### src/rtl/xcvr_pkg.sv
package xcvr_pkg;

    localparam int XCVR_W = 8;

    // Per-direction control bundle
    typedef struct packed {
        logic stb;    // synchronous load strobe
        logic ld_n;   // active-low load enable
        logic en_n;   // active-low output enable
    } dir_ctl_t;

    function automatic logic load_req(dir_ctl_t c);
        return c.stb & ~c.ld_n;
    endfunction

    function automatic logic release_edge(logic en_now_n, logic en_prev_n);
        return en_now_n & ~en_prev_n;
    endfunction

endpackage

### src/rtl/xcvr_par_unit.sv
module xcvr_par_unit #(
    parameter int W = 8
) (
    input  logic [W-1:0] vec,
    output logic         odd
);
    localparam int HALF = W / 2;

    generate
        if (W == 1) begin : g_leaf
            assign odd = vec[0];
        end else begin : g_split
            logic lo_odd, hi_odd;
            xcvr_par_unit #(.W(HALF))     u_lo (.vec(vec[HALF-1:0]), .odd(lo_odd));
            xcvr_par_unit #(.W(W - HALF)) u_hi (.vec(vec[W-1:HALF]), .odd(hi_odd));
            assign odd = lo_odd ^ hi_odd;
        end
    endgenerate
endmodule

### src/rtl/xcvr_hold_reg.sv
module xcvr_hold_reg
    import xcvr_pkg::*;
#(
    parameter int W = 8
) (
    input  logic           clk,
    input  logic           rst,
    input  dir_ctl_t       ctl,
    input  logic [W-1:0]   d,
    output logic [W-1:0]   q,
    output logic           flag
);
    logic en_prev_n;
    logic load, rel;

    assign load = load_req(ctl);
    assign rel  = release_edge(ctl.en_n, en_prev_n);

    // Enable history follows the pin even in reset, so the release
    // detector never sees a stale value.
    always_ff @(posedge clk) en_prev_n <= ctl.en_n;

    always_ff @(posedge clk) begin
        if (rst) begin
            q    <= '0;
            flag <= 1'b0;
        end else begin
            if (load) q <= d;
            if (load)      flag <= 1'b1;   // set has priority
            else if (rel)  flag <= 1'b0;
        end
    end

    AST_LOAD_CAPTURE: assert property (@(posedge clk) disable iff (rst)
        (ctl.stb && !ctl.ld_n) |=> (q == $past(d)));
    AST_HOLD_STABLE: assert property (@(posedge clk) disable iff (rst)
        !(ctl.stb && !ctl.ld_n) |=> $stable(q));
    AST_FLAG_SET: assert property (@(posedge clk) disable iff (rst)
        (ctl.stb && !ctl.ld_n) |=> flag);
    AST_FLAG_CLEAR: assert property (@(posedge clk) disable iff (rst)
        ($rose(ctl.en_n) && !(ctl.stb && !ctl.ld_n)) |=> !flag);
    AST_SET_WINS: assert property (@(posedge clk) disable iff (rst)
        ($rose(ctl.en_n) && ctl.stb && !ctl.ld_n) |=> flag);
endmodule

### src/rtl/xcvr_parity_port.sv
module xcvr_parity_port
    import xcvr_pkg::*;
#(
    parameter int W = XCVR_W
) (
    input  logic         clk,
    input  logic         rst,
    input  logic [W-1:0] a_in,
    input  logic         fwd_stb,
    input  logic         fwd_ld_n,
    input  logic         b_en_n,
    input  logic [W-1:0] b_in,
    input  logic         par_in,
    input  logic         rev_stb,
    input  logic         rev_ld_n,
    input  logic         a_en_n,
    output logic [W-1:0] a_out,
    output logic         a_oe,
    output logic [W-1:0] b_out,
    output logic         b_oe,
    output logic         par_out,
    output logic         par_oe,
    output logic         err_n,
    output logic         err_oe,
    output logic         fwd_flag,
    output logic         rev_flag
);
    localparam int RW = W + 1;   // reverse data plus parity bit

    dir_ctl_t     fwd_ctl, rev_ctl;
    logic [W-1:0] fwd_q;
    logic [RW-1:0] rev_q;
    logic         fwd_odd, rev_odd;

    assign fwd_ctl = '{stb: fwd_stb, ld_n: fwd_ld_n, en_n: b_en_n};
    assign rev_ctl = '{stb: rev_stb, ld_n: rev_ld_n, en_n: a_en_n};

    xcvr_hold_reg #(.W(W)) u_fwd (
        .clk(clk), .rst(rst), .ctl(fwd_ctl), .d(a_in),
        .q(fwd_q), .flag(fwd_flag)
    );

    xcvr_hold_reg #(.W(RW)) u_rev (
        .clk(clk), .rst(rst), .ctl(rev_ctl), .d({par_in, b_in}),
        .q(rev_q), .flag(rev_flag)
    );

    xcvr_par_unit #(.W(W))  u_gen (.vec(fwd_q), .odd(fwd_odd));
    xcvr_par_unit #(.W(RW)) u_chk (.vec(rev_q), .odd(rev_odd));

    // B side: data and generated parity
    assign b_out   = fwd_q;
    assign b_oe    = ~b_en_n;
    assign par_out = ~fwd_odd;
    assign par_oe  = ~b_en_n;

    // A side: data and check result
    assign a_out  = rev_q[W-1:0];
    assign a_oe   = ~a_en_n;
    assign err_n  = a_en_n ? 1'b1 : rev_odd;
    assign err_oe = ~a_en_n;

    AST_B_DRIVE: assert property (@(posedge clk) disable iff (rst)
        b_en_n |-> (!b_oe && !par_oe));
    AST_PAR_SENSE: assert property (@(posedge clk) disable iff (rst)
        (par_out == ($countones(b_out) % 2 == 0)));
    AST_A_DRIVE: assert property (@(posedge clk) disable iff (rst)
        !a_en_n |-> a_oe);
    AST_ERR_IDLE: assert property (@(posedge clk) disable iff (rst)
        a_en_n |-> (err_n && !err_oe));
    AST_RESET_CLEAR: assert property (@(posedge clk)
        rst |=> (!fwd_flag && !rev_flag && b_out == '0 && a_out == '0));
endmodule

### config.mk
export PLATFORM = sky130hd
export DESIGN_NAME = xcvr_parity_port
export DESIGN_NICKNAME = d
export VERILOG_FILES = /design/src/rtl/xcvr_pkg.sv /design/src/rtl/xcvr_par_unit.sv /design/src/rtl/xcvr_hold_reg.sv /design/src/rtl/xcvr_parity_port.sv
export SDC_FILE = /design/constraint.sdc
export NUM_CORES = 1
export LEC_CHECK = 0
export ABC_CLOCK_PERIOD_IN_PS = 2350
export BUFFER_PORTS_ARGS = -buffer_cell sky130_fd_sc_hd__buf_4
export CAP_MARGIN = 20
export CORE_ASPECT_RATIO = 0.75
export CORE_MARGIN = 2
export CORE_UTILIZATION = 40
export DETAILED_ROUTE_END_ITERATION = 10
export GPL_TIMING_DRIVEN = 0
export HOLD_SLACK_MARGIN = 0.06
export PLACE_DENSITY = 0.68
export SKIP_CTS_REPAIR_TIMING = 1
export SYNTH_ARGS = -nofsm -noshare
export SYNTH_HDL_FRONTEND = slang
export SYNTH_HIERARCHICAL = 1
export SYNTH_SLANG_ARGS = --single-unit
### constraint.sdc
create_clock -name clk -period 2.35 [get_ports clk]
set_clock_uncertainty 0.15 [all_clocks]
set_input_delay 0.47 -clock clk [delete_from_list [all_inputs] [get_ports clk]]
set_output_delay 0.47 -clock clk [all_outputs]
set_load 0.1 [all_outputs]
### Word level (Yosys, flattened, before mapping)

Cells that the tools add are included.

| operators by class | value |
|---|---|
| muxes and demuxes | 5 |
| bitwise gates (word level) | 26 |
| reductions and logical operators | 2 |

Operator list:

| cell | number |
|---|---|
| XOR 1 bit | 15 |
| inverter 1 bit | 7 |
| 2-to-1 mux 1 bit | 5 |
| bitwise AND 1 bit | 4 |
| nonzero test 2 bit | 2 |

| word-level totals | value |
|---|---|
| register bits | 21 |
| bits of input ports | 25 |
| output and inout port bits | 24 |
| logic and storage cells | 39 |

### Logic depth before layout (Yosys ltp)

| logic depth | value |
|---|---|
| word-level depth | 5 |
| mapped depth | 6 |
| depth with buffers taken out | 5 |

### Modules after synthesis

The synthesis kept the hierarchy.

Modules (own cells, without submodules):

| module | instances | cells an instance | area each (um^2) | seq. area each (um^2) |
|---|---|---|---|---|
| xcvr_hold_reg at u_rev | 1 | 46 | 489.2 | 220.2 |
| xcvr_hold_reg at u_fwd | 1 | 41 | 422.9 | 200.2 |
| xcvr_par_unit at u_chk ... | 15 | 1 | 8.8 | 0.0 |
| xcvr_par_unit at u_chk.g_split.u_hi.g_split.u_hi.g_split.u_hi.g_split.u_hi ... | 17 | 1 | 7.5 | 0.0 |
| xcvr_parity_port | 1 | 6 | 32.5 | 0.0 |

### Worst setup path after synthesis

No wires, ideal clock.

| timing | value |
|---|---|
| path type | flip-flop to output port |
| from | reg u_rev.q[7] |
| to | out err_n |
| arrival | 2.543 ns |
| required time | 1.730 ns |
| setup slack | -0.813 ns |
| cell stages (with the launch flop) | 7 |
| buffers on the path | 1 |
| cell sequence | dfxtp_1 > buf_4 > xor2_1 > xor2_1 > xor2_1 > xor2_1 > or2_1 |

| between the ends | value |
|---|---|
| cells in the longest elaborated chain, start to end | 5 |

Ends and longest elaborated chain:

| element | line | text |
|---|---|---|
| start: declaration | xcvr_hold_reg.sv:10 | `output logic [W-1:0] q,` |
| start signal: assignment | xcvr_hold_reg.sv:25 | `q <= '0;` |
| start signal: assignment | xcvr_hold_reg.sv:28 | `if (load) q <= d;` |
| XOR 1 bit | xcvr_par_unit.sv:16 | `assign odd = lo_odd ^ hi_odd;` |
| named net u_chk.g_split.u_hi.g_split.u_hi.g_split.hi_odd | xcvr_par_unit.sv:13 | `logic lo_odd, hi_odd;` |
| XOR 1 bit | xcvr_par_unit.sv:16 |  |
| named net u_chk.g_split.u_hi.g_split.hi_odd | xcvr_par_unit.sv:13 |  |
| XOR 1 bit | xcvr_par_unit.sv:16 |  |
| named net u_chk.g_split.hi_odd | xcvr_par_unit.sv:13 |  |
| XOR 1 bit | xcvr_par_unit.sv:16 |  |
| named net rev_odd | xcvr_parity_port.sv:33 | `logic fwd_odd, rev_odd;` |
| 2-to-1 mux 1 bit | xcvr_parity_port.sv:60 | `assign err_n = a_en_n ? 1'b1 : rev_odd;` |
| end: declaration | xcvr_parity_port.sv:23 | `output logic err_n,` |

The timed path passes the listed nets, and every way through them passes these cells.

### Final worst setup path

Ends and elaborated chain as after synthesis.

==> qor.csv <==
stage,metric,value,unit
timing,Rel. slew slack,74.8,%
power,Leak,0.819,nW
critical_path,Most common cell on crit path,xor2_1,
critical_path,crit path capture type,primary output,
placed_design,IO Port Bufs,48,
critical_path,Critical Path RT,1.73,ns
synth,syn avg cell area,9.63,sq um
critical_path,WP buf/inv,1,
synth,post-synthesis cell type count,15,
outcome,outcome,"complete, no violations",
critical_path,Slowest Stage Delay on Critical Path,0.36,ns
clock_network,worst skew pair latency,0.26,ns
timing,RSZ-0062 raised after global routing,yes,
global_routing,first-pass GRT wire length,4350,um
placed_design,post-DP HPWL,2050,um
route,first drt pass iteration count,4,
synth,cell count after synthesis,125,
cells_and_area,synth-to-layout area growth,45.4,%
clock_network,clock sinks,21,
cells_and_area,Nets,201,
clock_network,"Reg clk slew, reported paths",0.07,ns
synth,sequential share of the synthesized area,34.9,%
critical_path,cell at the slowest stage of the critical path,dfxtp_4,
power,Power Dens Cells,621,nW/um^2
critical_path,R2R Path Start,u_rev/flag,
timing,Fmax,427,MHz
route,DRC,0,
floorplan,Die Y,51.5,um
global_routing,antenna violations before repair,0,
critical_path,critical path startpoint category,flip-flop,
route,Total Routed Length,2680,um
critical_path,ordered list of cells on the worst path,xor2_2 > xor2_1 > xor2_1 > xor2_1 > or2_4 > buf_12,
cells_and_area,fin area,1750,sq um
clock_network,Root Buffer,clkbuf_8,
timing,Worst-Margin Slew,0.378,ns
timing,"Hold Violations, Final",0,
clock_network,CTS H-tree depth,1,
cells_and_area,n_diodes,0,
route,vias,1005,
synth,post-synthesis cell area,1200,sq um
critical_path,CP Max Fanout,3,
global_routing,largest net degree at the start of global routing,12,
cells_and_area,Final Util,60.1,%
route,Routed Antenna Nets,0,
floorplan,Total Die Area,3470,sq um
timing,Hold Worst Slack,0.179,ns
synth,"FF+latch count, synth",21,
global_routing,vias in the first global route,925,
critical_path,Setup CP Type,reg2out,
floorplan,I/O pins,49,
placed_design,Placement Cell Area,1670,sq um
worst_hold_path,worst hold path type,in2reg,
clock_network,Max Buffers Root-to-Sink,2,
floorplan,Initial Util,41.3,%
global_routing,Overflow after GRT,0,
clock_network,CTS Buf Count,3,
placed_design,gpl congestion,0.745,
critical_path,crit path DAT,1.72,ns
route,WL/cell,12.6,um
timing,Final min period,2.34,ns
worst_hold_path,hold path depth,1,
timing,# setup viols final,0,
critical_path,critical path depth in cells,6,
clock_network,CTS tree,done,
cells_and_area,share of cells above drive strength 1,53.7,%
route,DRT iter0 DRCs,19,
synth,Syn Nets,150,
route,number of vias per cell,4.72,
job,Max-Cap Viols,0,
power,VDD IR max,0.352,mV
floorplan,core region area,2910,sq um
global_routing,Total GRT Usage,16.9,%
critical_path,crit path from,u_rev/q[7],
floorplan,row count,17,
floorplan,Die W,67.3,um
critical_path,FF-to-FF path depth,2,
worst_hold_path,Min-Delay Startpoint,b_en_n,
synth,yosys warns,6,
timing,Final period util,99.7,%
timing,pins over their slew limit,0,
critical_path,Crit path max-delay family,XOR/XNOR gates,
timing,Setup TNS,0,ns
[synth_stat cells, drive strengths merged]
library cell  count  area (sq um)
xor2             15           131
o21ai            17          85.1
nand4bb          17           191
nor2b             4          32.5
dfxtp            21           420
a22o              2          26.3
clkbuf            3          11.3
inv               5          18.8
nand2b           19           119
or2               1          6.26
buf              21           161
[stage by stage]
step                      total power [mW]  worst slack, ns  cells
after CTS                             1.06           -0.160    215
after detailed placement             0.827            0.134    211
after global routing                  1.13          -0.0727    213
after global placement               0.821            0.154    211
after floorplan                      0.724          0.00149    125
final                                 1.09          0.00738    213
[layout by cell type, fill, tap and decap left out, drive strengths merged]
cell | synthesis | routed
dfxtp | 21 | 21
inv | 5 | 4
nand4bb | 17 | 17
o21ai | 17 | 17
xor2 | 15 | 15
nand2b | 19 | 19
clkbuf | 3 | 7
a22o | 2 | 2
clkinvlp | 0 | 1
or2 | 1 | 1
nor2b | 4 | 4
buf | 21 | 67
[area by class of cell]
| type | count | area, sq um |
|---|---|---|
| Buffer | 21 | 161 |
| Clock buffer | 4 | 45.0 |
| Fill cell | 264 | 1160 |
| Inverter | 5 | 22.5 |
| Multi-Input combinational cell | 75 | 617 |
| Sequential cell | 21 | 464 |
| Tap cell | 38 | 47.5 |
| Timing Repair Buffer | 49 | 393 |
[registers in the layout, summed over array words and instances, names as in the netlist]
name and count:
u_fwd/en_prev_n 1, u_rev/flag 1, u_rev/en_prev_n 1, u_fwd/q 8, u_rev/q 9, u_fwd/flag 1
[per-layer routing]
metal / track usage, % / vias to the layer above / routed length [um] / part of all wire (%)
li1: - / 502 / - / -
met1: 21.8 / 475 / 1230 / 46
met2: 28.5 / 26 / 1300 / 49
met3: 3.90 / 2 / 143 / 5.3
met4: 4.08 / 0 / 8 / 0.30
met5: 0 / - / 0 / 0
[worst paths after layout]
path                     endpoint  slack (ns)
setup / recovery            err_n       0.007
hold reg to reg        u_rev/q[1]        0.33
hold / removal    u_fwd/en_prev_n        0.18
setup reg to reg       u_rev/flag        1.41
[cells by family after synthesis]
kind of cell	synth area share, %
AO/OA/AOI/OAI	9.25
AND/OR/NAND/NOR	29.0
buffers and inverters	15.9
flip-flops	34.9
XOR/XNOR	10.9
[report_power, final]
group	internal, mW	total [mW]	switching, mW
sequential	0.371	0.386	0.0147
clock	0.121	0.236	0.115
combinational	0.163	0.466	0.303
(Power assumes the default switching activity.)
